## src/rtl/ipnext_pkg.sv

```systemverilog
package ipnext_pkg;
   localparam int MODE_W = 3;

   typedef enum logic [MODE_W-1:0] {
      JM_SEQ = 3'd0,
      JM_REL = 3'd1,
      JM_ABS = 3'd2,
      JM_REG = 3'd3,
      JM_MEM = 3'd4
   } jmode_e;
endpackage

```

## src/rtl/ipnext_lane_swap.sv

```systemverilog
// Reorders operand bytes from fetch order (first byte in top lane) into a value
// whose first byte is least significant.
module ipnext_lane_swap #(
   parameter int IP_W = 16
) (
   input  logic [IP_W-1:0] stream,
   output logic [IP_W-1:0] value
);
   localparam int LANES = IP_W / 8;

   generate
      if ((IP_W % 8) != 0 || IP_W < 8) begin : g_bad_width
         $error("ipnext_lane_swap: IP_W must be a positive multiple of 8");
      end
      for (genvar k = 0; k < LANES; k++) begin : g_lane
         assign value[8*k +: 8] = stream[8*(LANES-1-k) +: 8];
      end
   endgenerate
endmodule

```

## src/rtl/ipnext_fallthru.sv

```systemverilog
// Pointer after the whole instruction has been fetched.
module ipnext_fallthru #(
   parameter int IP_W  = 16,
   parameter int LEN_W = 3
) (
   input  logic [IP_W-1:0]  cur_ip,
   input  logic [LEN_W-1:0] ilen,
   output logic [IP_W-1:0]  post_ip
);
   generate
      if (LEN_W < 1 || LEN_W >= IP_W) begin : g_bad_len
         $error("ipnext_fallthru: LEN_W must lie in 1..IP_W-1");
      end
   endgenerate

   logic [IP_W-1:0] len_ext;
   assign len_ext = {{(IP_W-LEN_W){1'b0}}, ilen};
   assign post_ip = cur_ip + len_ext;
endmodule

```

## src/rtl/ipnext_select.sv

```systemverilog
// Chooses the next pointer from the fall-through value and the target sources.
module ipnext_select
   import ipnext_pkg::*;
#(
   parameter int IP_W = 16
) (
   input  logic [MODE_W-1:0] mode,
   input  logic              take,
   input  logic [IP_W-1:0]   post_ip,
   input  logic [IP_W-1:0]   operand,
   input  logic [IP_W-1:0]   reg_val,
   input  logic [IP_W-1:0]   mem_val,
   output logic [IP_W-1:0]   next_ip
);
   logic [IP_W-1:0] rel_ip;

   // Two's-complement addition wraps at IP_W, which also covers negative offsets.
   assign rel_ip = post_ip + operand;

   always_comb begin
      next_ip = post_ip;
      if (take) begin
         case (mode)
            JM_REL:  next_ip = rel_ip;
            JM_ABS:  next_ip = operand;
            JM_REG:  next_ip = reg_val;
            JM_MEM:  next_ip = mem_val;
            default: next_ip = post_ip;
         endcase
      end
   end
endmodule

```

## src/rtl/ipnext_unit.sv

```systemverilog
module ipnext_unit
   import ipnext_pkg::*;
#(
   parameter int              IP_W      = 16,
   parameter int              LEN_W     = 3,
   parameter logic [IP_W-1:0] RESET_VEC = 16'hFFF0
) (
   input  logic              clk,
   input  logic              rst,
   input  logic              upd_en,
   input  logic [IP_W-1:0]   cur_ip,
   input  logic [LEN_W-1:0]  ilen,
   input  logic [MODE_W-1:0] mode,
   input  logic              take,
   input  logic [IP_W-1:0]   op_stream,
   input  logic [IP_W-1:0]   reg_val,
   input  logic [IP_W-1:0]   mem_val,
   output logic [IP_W-1:0]   next_ip,
   output logic [IP_W-1:0]   ip_q
);
   logic [IP_W-1:0] post_ip;
   logic [IP_W-1:0] operand;

   ipnext_fallthru #(.IP_W(IP_W), .LEN_W(LEN_W)) fall_i (
      .cur_ip (cur_ip),
      .ilen   (ilen),
      .post_ip(post_ip)
   );

   ipnext_lane_swap #(.IP_W(IP_W)) swap_i (
      .stream(op_stream),
      .value (operand)
   );

   ipnext_select #(.IP_W(IP_W)) sel_i (
      .mode   (mode),
      .take   (take),
      .post_ip(post_ip),
      .operand(operand),
      .reg_val(reg_val),
      .mem_val(mem_val),
      .next_ip(next_ip)
   );

   always_ff @(posedge clk) begin
      if (rst)         ip_q <= RESET_VEC;
      else if (upd_en) ip_q <= next_ip;
   end
endmodule

```

## config.mk

```make
export PLATFORM = sky130hd
export DESIGN_NAME = ipnext_unit
export DESIGN_NICKNAME = d
export VERILOG_FILES = /design/src/rtl/ipnext_pkg.sv /design/src/rtl/ipnext_lane_swap.sv /design/src/rtl/ipnext_fallthru.sv /design/src/rtl/ipnext_select.sv /design/src/rtl/ipnext_unit.sv
export SDC_FILE = /design/constraint.sdc
export NUM_CORES = 1
export LEC_CHECK = 0
export ABC_AREA = 0
export BUFFER_PORTS_ARGS = -buffer_cell sky130_fd_sc_hd__buf_2
export CAP_MARGIN = 20
export CORE_MARGIN = 4
export CORE_UTILIZATION = 44
export CTS_CLUSTER_SIZE = 40
export DETAILED_ROUTE_END_ITERATION = 10
export PLACE_DENSITY_LB_ADDON = 0.15
export SYNTH_ARGS = -nofsm -noshare
export SYNTH_HDL_FRONTEND = slang
export SYNTH_SLANG_ARGS = --single-unit
export TNS_END_PERCENT = 30
```

## constraint.sdc

```tcl
create_clock -name clk -period 3.75 [get_ports clk]
set_input_delay 0.5625 -clock clk [delete_from_list [all_inputs] [get_ports clk]]
set_output_delay 0.5625 -clock clk [all_outputs]
set_load 0.005 [all_outputs]
```

After elaboration in Yosys (flattened, before gate mapping)
Index checks and enable logic that the tools add are counted.
{"block": "word_totals", "in_bits": 74, "regBits": 16, "word_cells": 9, "output_inout_bits": 32}
{"block": "classes", "add_sub_neg": 2, "muxes": 2, "n_eq_ne": 4}
{"op": "$pmux 16 s4", "n": 1}
{"op": "$add 16x16->16", "n": 1}
{"op": "$add 16x3->16", "n": 1}
{"op": "$mux 16", "n": 1}
{"op": "$eq 3x2->1 const B", "n": 2}
{"op": "$eq 3x1->1 const B", "n": 1}
{"op": "$eq 3x3->1 const B", "n": 1}

Depth between registers and ports, before layout
{"block": "logic_depth", "word_depth": 4, "mapped_depth": 14, "ltp_nobuf": 14}

By module
A second synthesis with hierarchy kept.
{"block": "unflattened", "cells_unflattened": 342, "area_unflattened_um2": 2524.9}
{"module": "ipnext_select", "cells_each": 228, "seq_area_each_um2": 0.0, "area_each_um2": 1430.1, "n_inst": 1}
{"module": "ipnext_unit", "cells_each": 53, "seq_area_each_um2": 320.3, "area_each_um2": 621.8, "n_inst": 1}
{"module": "ipnext_fallthru", "cells_each": 45, "seq_area_each_um2": 0.0, "area_each_um2": 352.8, "n_inst": 1}
{"module": "ipnext_lane_swap", "cells_each": 16, "seq_area_each_um2": 0.0, "area_each_um2": 120.1, "n_inst": 1}

Least setup slack after synthesis
OpenSTA, ideal clock, no wires.
{"block": "synth_path", "path_kind": "input-to-output", "from": "in cur_ip[0]", "to": "out next_ip[15]", "path_slack_ns": 0.041, "stages": 12, "n_path_buf": 0, "arrival_ns": 3.146, "required_time_ns": 3.188, "cell_sequence": "ha_1 fa_1 a21o_1 nand2_1 xnor2_1 ha_1 a21oi_1 o21ai_2 o311ai_2 o21a_1 mux2i_1 mux2i_1"}
{"block": "synth_via", "elab_chain_cells": 4}
{"item": "start, declared", "line_no": "ipnext_unit.sv:11", "text": "input logic [IP_W-1:0] cur_ip,"}
{"item": "$add 16x3->16 *", "line_no": "ipnext_fallthru.sv:18", "text": "assign post_ip = cur_ip + len_ext;"}
{"item": "$add 16x16->16", "line_no": "ipnext_select.sv:18", "text": "assign rel_ip = post_ip + operand;"}
{"item": "$pmux 16 s4", "line_no": "ipnext_select.sv:23", "text": "case (mode)"}
{"item": "$mux 16 *", "line_no": "ipnext_select.sv:22", "text": "if (take) begin"}
{"item": "end, declared", "line_no": "ipnext_unit.sv:18", "text": "output logic [IP_W-1:0] next_ip,"}
Every way passes the cells marked *; elsewhere a longest branch is shown, timed or not.

Final worst setup path
{"block": "layout_path", "from": "in cur_ip[0]", "to": "out next_ip[13]"}
The elaborated chain is that of the path after synthesis.

==> out/summary.txt <==
================================================================================
Result of the run                                                   finished with violations
Violations in the final reports                                     setup timing
Post-Syn Area                                                           2450 µm²
Share of the yosys chip area belonging to registers                       0.1307
Maximum clock frequency                                                251.1 MHz
Total area of sequential cells                                         320.3 µm²
Number of I/O port buffers                                                   105
Number of fill cells in the layout                                           446
Cell count after synthesis                                                   310
Critical-path maximum fanout                                                   3
Number of antenna violations at the first check in global routing              0
Final worst setup slack                                               -0.2318 ns
Most used DFF post-synth                                            sky130_fd_sc_hd__dfxtp_1
Classification of the worst setup path                              primary input to output pin
Clk Tree Root Cell                                                  sky130_fd_sc_hd__clkbuf_8
Slew at the pin closest to its max-slew limit                          0.5747 ns
Syn_nets                                                                     404
Fraction of layout instances using a drive strength above 1               0.4808
Vertical die dimension                                                  82.62 µm
Total global routing overflow                                                  0
Cell Pwr Density                                                    244.5 nW/µm²
Final HPWL DP                                                           7.122 mm
Element type at the critical path end                                 output pin
Final antenna diode count                                                      0
Full die area                                                           6825 µm²
FFs w/ async S/R, synth                                                        0
Average detailed-routed wire length per instance                        16.60 µm
Initial standard-cell utilization of the core                             0.4677
Routed WL                                                               8.929 mm
Die outline width                                                       82.62 µm
Via count of the first global-routing pass                                 2,948
Largest buffer count on any clock path                                         2
I/O pin total                                                                106
Insertion delay to the later sink of the worst-skew pair                 0.25 ns
Pin count of the biggest net entering global routing                          27
Top cell type by total area after synthesis                         sky130_fd_sc_hd__dfxtp_1
CTS Hold Buffers Added                                                         0
Row count                                                                     26
Count of yosys warnings during synthesis                                       0
Setup slack at placement                                              -0.3591 ns
Floorplan Core Area                                                     5238 µm²
Iteration-0 DRC count of the detailed router                                 179
Global placer's final weighted congestion                                  1.007
Register with the most flip-flops                                           ip_q
Final setup violation count                                                    6
Post-detailed-route count of antenna-violating nets                            0
Period utilization                                                         1.062
Slew HR                                                                   0.6169
TritonCTS clock tree                                                         yes
WP data arrival                                                          3.42 ns
Post-detailed-route via-to-cell ratio                                      5.546
Setup crit start kind                                               primary input
Reg clk slew, reported paths                                             0.07 ns
Fraction of post-synthesis cell area in the top cell type by area         0.1307
Hold Fails Final Rpt                                                           0
First-pass detailed-route iteration total                                      4
First-pass GRT wire length                                              13.69 mm
Final Net Count                                                              563
Number of enable flip-flop cells after synthesis                               0
Unrepaired setup endpoints after global routing                              yes
Synthesis-to-layout area growth                                           52.25%
Largest regs                                                            ip_q x16
Power consumption                                                       912.0 µW
Max-capacitance violation count                                                0
Static leakage power                                                    1.739 nW
FF+latch count, synth                                                         16
Fin crit period                                                         3.982 ns
Utilization after layout                                                  0.7121
Total global routing track utilization                                    0.2576
Max VDD drop                                                           0.2370 mV
Hold Crit Class                                                     register to register
Skew final                                                                  0 ns
Number of buffers created by CTS                                               3
Total via count after detailed routing                                     2,984
Deepest level of the CTS H-tree                                                1
Mapped Avg Cell Area                                                   7.903 µm²
Flip-flop count of the largest register after layout                          16
Top area cells in the synthesized netlist                           sky130_fd_sc_hd__dfxtp_1, sky130_fd_sc_hd__ha_1, sky130_fd_sc_hd__mux2i_1
Slew Viols, Final                                                              0
CP Data Required Time                                                    3.19 ns
DRC viols                                                                      0
Count of different cell masters after synthesis                               65
Area taken by multi-input logic gates                                   2218 µm²
R2R setup slack                                                          2.91 ns
Number of clock sinks seen by CTS                                             16
================================================================================
## final timing paths
| path | from | to | cells after the start |
|---|---|---|---|
| hold / removal | ip_q[1] | ip_q[1] | 2 |
| setup / recovery | cur_ip[0] | next_ip[13] | 17 |
| setup reg to reg | ip_q[15] | ip_q[15] | 2 |
| hold reg to reg | ip_q[1] | ip_q[1] | 2 |
## what timing repair did
item                       4_1_cts  5_1_grt
pin swaps                       14       24
setup buffers                    4        5
gates cloned                     0        0
setup endpoints to repair        9       11
resized for setup               21       20
## cell families (layout without fill, tap and decap cells)
family | Yosys count | after routing | synth area share
buffers and inverters | 22 | 180 | 0.04852
AOI/OAI and AO/OA | 102 | 102 | 0.3075
adders and majority gates | 20 | 20 | 0.1083
muxes | 24 | 24 | 0.1011
DFF | 16 | 16 | 0.1307
xor gates and xnor gates | 21 | 21 | 0.07508
and+or+nand+nor | 105 | 105 | 0.2288
## cells in the final DEF (no fill, tap or decap), drive strengths merged, types with 2 or more instances in the layout
| cell | instances |
|---|---|
| buf | 168 |
| nor2 | 28 |
| nand2 | 23 |
| a21oi | 22 |
| o21ai | 19 |
| mux2i | 18 |
| ha | 18 |
| dfxtp | 16 |
| nor2b | 15 |
| xnor2 | 13 |
| a211o | 10 |
| nand4 | 9 |
| nand2b | 8 |
| inv | 8 |
| xor2 | 8 |
| a31oi | 7 |
| o211ai | 6 |
| mux2 | 6 |
| o21a | 5 |
| a21o | 4 |
| clkbuf | 4 |
| a211oi | 4 |
| nor3 | 4 |
| a221oi | 4 |
| and2 | 4 |
| nand3 | 4 |
| o31ai | 2 |
| o22ai | 2 |
| a22oi | 2 |
| o221ai | 2 |
| nand3b | 2 |
| a222oi | 2 |
| o21ba | 2 |
| and4 | 2 |
| o311ai | 2 |
| fa | 2 |
## critical path, stage by stage
cell and delay (ns):
sky130_fd_sc_hd__buf_6 0.10, sky130_fd_sc_hd__ha_4 0.16, sky130_fd_sc_hd__fa_2 0.34, sky130_fd_sc_hd__a21o_1 0.20, sky130_fd_sc_hd__nand4_1 0.16, sky130_fd_sc_hd__nor2_1 0.07, sky130_fd_sc_hd__xor2_1 0.16, sky130_fd_sc_hd__ha_1 0.33
sky130_fd_sc_hd__buf_6 0.11, sky130_fd_sc_hd__nand4_1 0.10, sky130_fd_sc_hd__buf_4 0.16, sky130_fd_sc_hd__o21a_1 0.20, sky130_fd_sc_hd__buf_4 0.15, sky130_fd_sc_hd__xnor2_2 0.13, sky130_fd_sc_hd__a221oi_2 0.31, sky130_fd_sc_hd__inv_1 0.06
sky130_fd_sc_hd__buf_2 0.12
## cells in the mapped netlist (10+ instances only)
cell / number
sky130_fd_sc_hd__a211o_1: 10
sky130_fd_sc_hd__a21oi_1: 21
sky130_fd_sc_hd__dfxtp_1: 16
sky130_fd_sc_hd__ha_1: 18
sky130_fd_sc_hd__mux2i_1: 18
sky130_fd_sc_hd__nand2_1: 23
sky130_fd_sc_hd__nor2_1: 28
sky130_fd_sc_hd__nor2b_1: 14
sky130_fd_sc_hd__o21ai_0: 12
sky130_fd_sc_hd__xnor2_1: 13
## report_power, final
group	leakage, nW	total [mW]	switching [mW]	internal (mW)
Sequential	0.133	0.191	0.00638	0.185
Clock	0.0288	0.158	0.0648	0.0933
Combinational	1.58	0.563	0.277	0.285
## metrics by stage
step,area (µm²),hold WS (ns),TNS (ns),instances
finish,3730,0.4883,-0.6815,538
global route,3730,0.5159,-1.929,538
CTS,3563,0.4917,-0.8285,533
detailed placement,3379,0.4736,-1.708,525
global placement,3379,0.4722,-1.319,525
floorplan,2450,0.4850,0,310
## metal layers
metal,track usage,up-vias,part of all wire
met1,0.3061,1393,0.41
met4,0.1373,0,0.049
met3,0.03254,26,0.046
met5,0,-,0
met2,0.4479,90,0.49
li1,-,1475,-
## final cells by class
| class | instances | share of cell area |
|---|---|---|
| sequential | 16 | 0.08588 |
| inverter | 8 | 0.008051 |
| clock buffer | 4 | 0.01476 |
| multi-input combinational | 272 | 0.5948 |
| timing repair buffer | 168 | 0.2731 |
| tap | 70 | 0.02348 |
(Power assumes the default switching activity.)
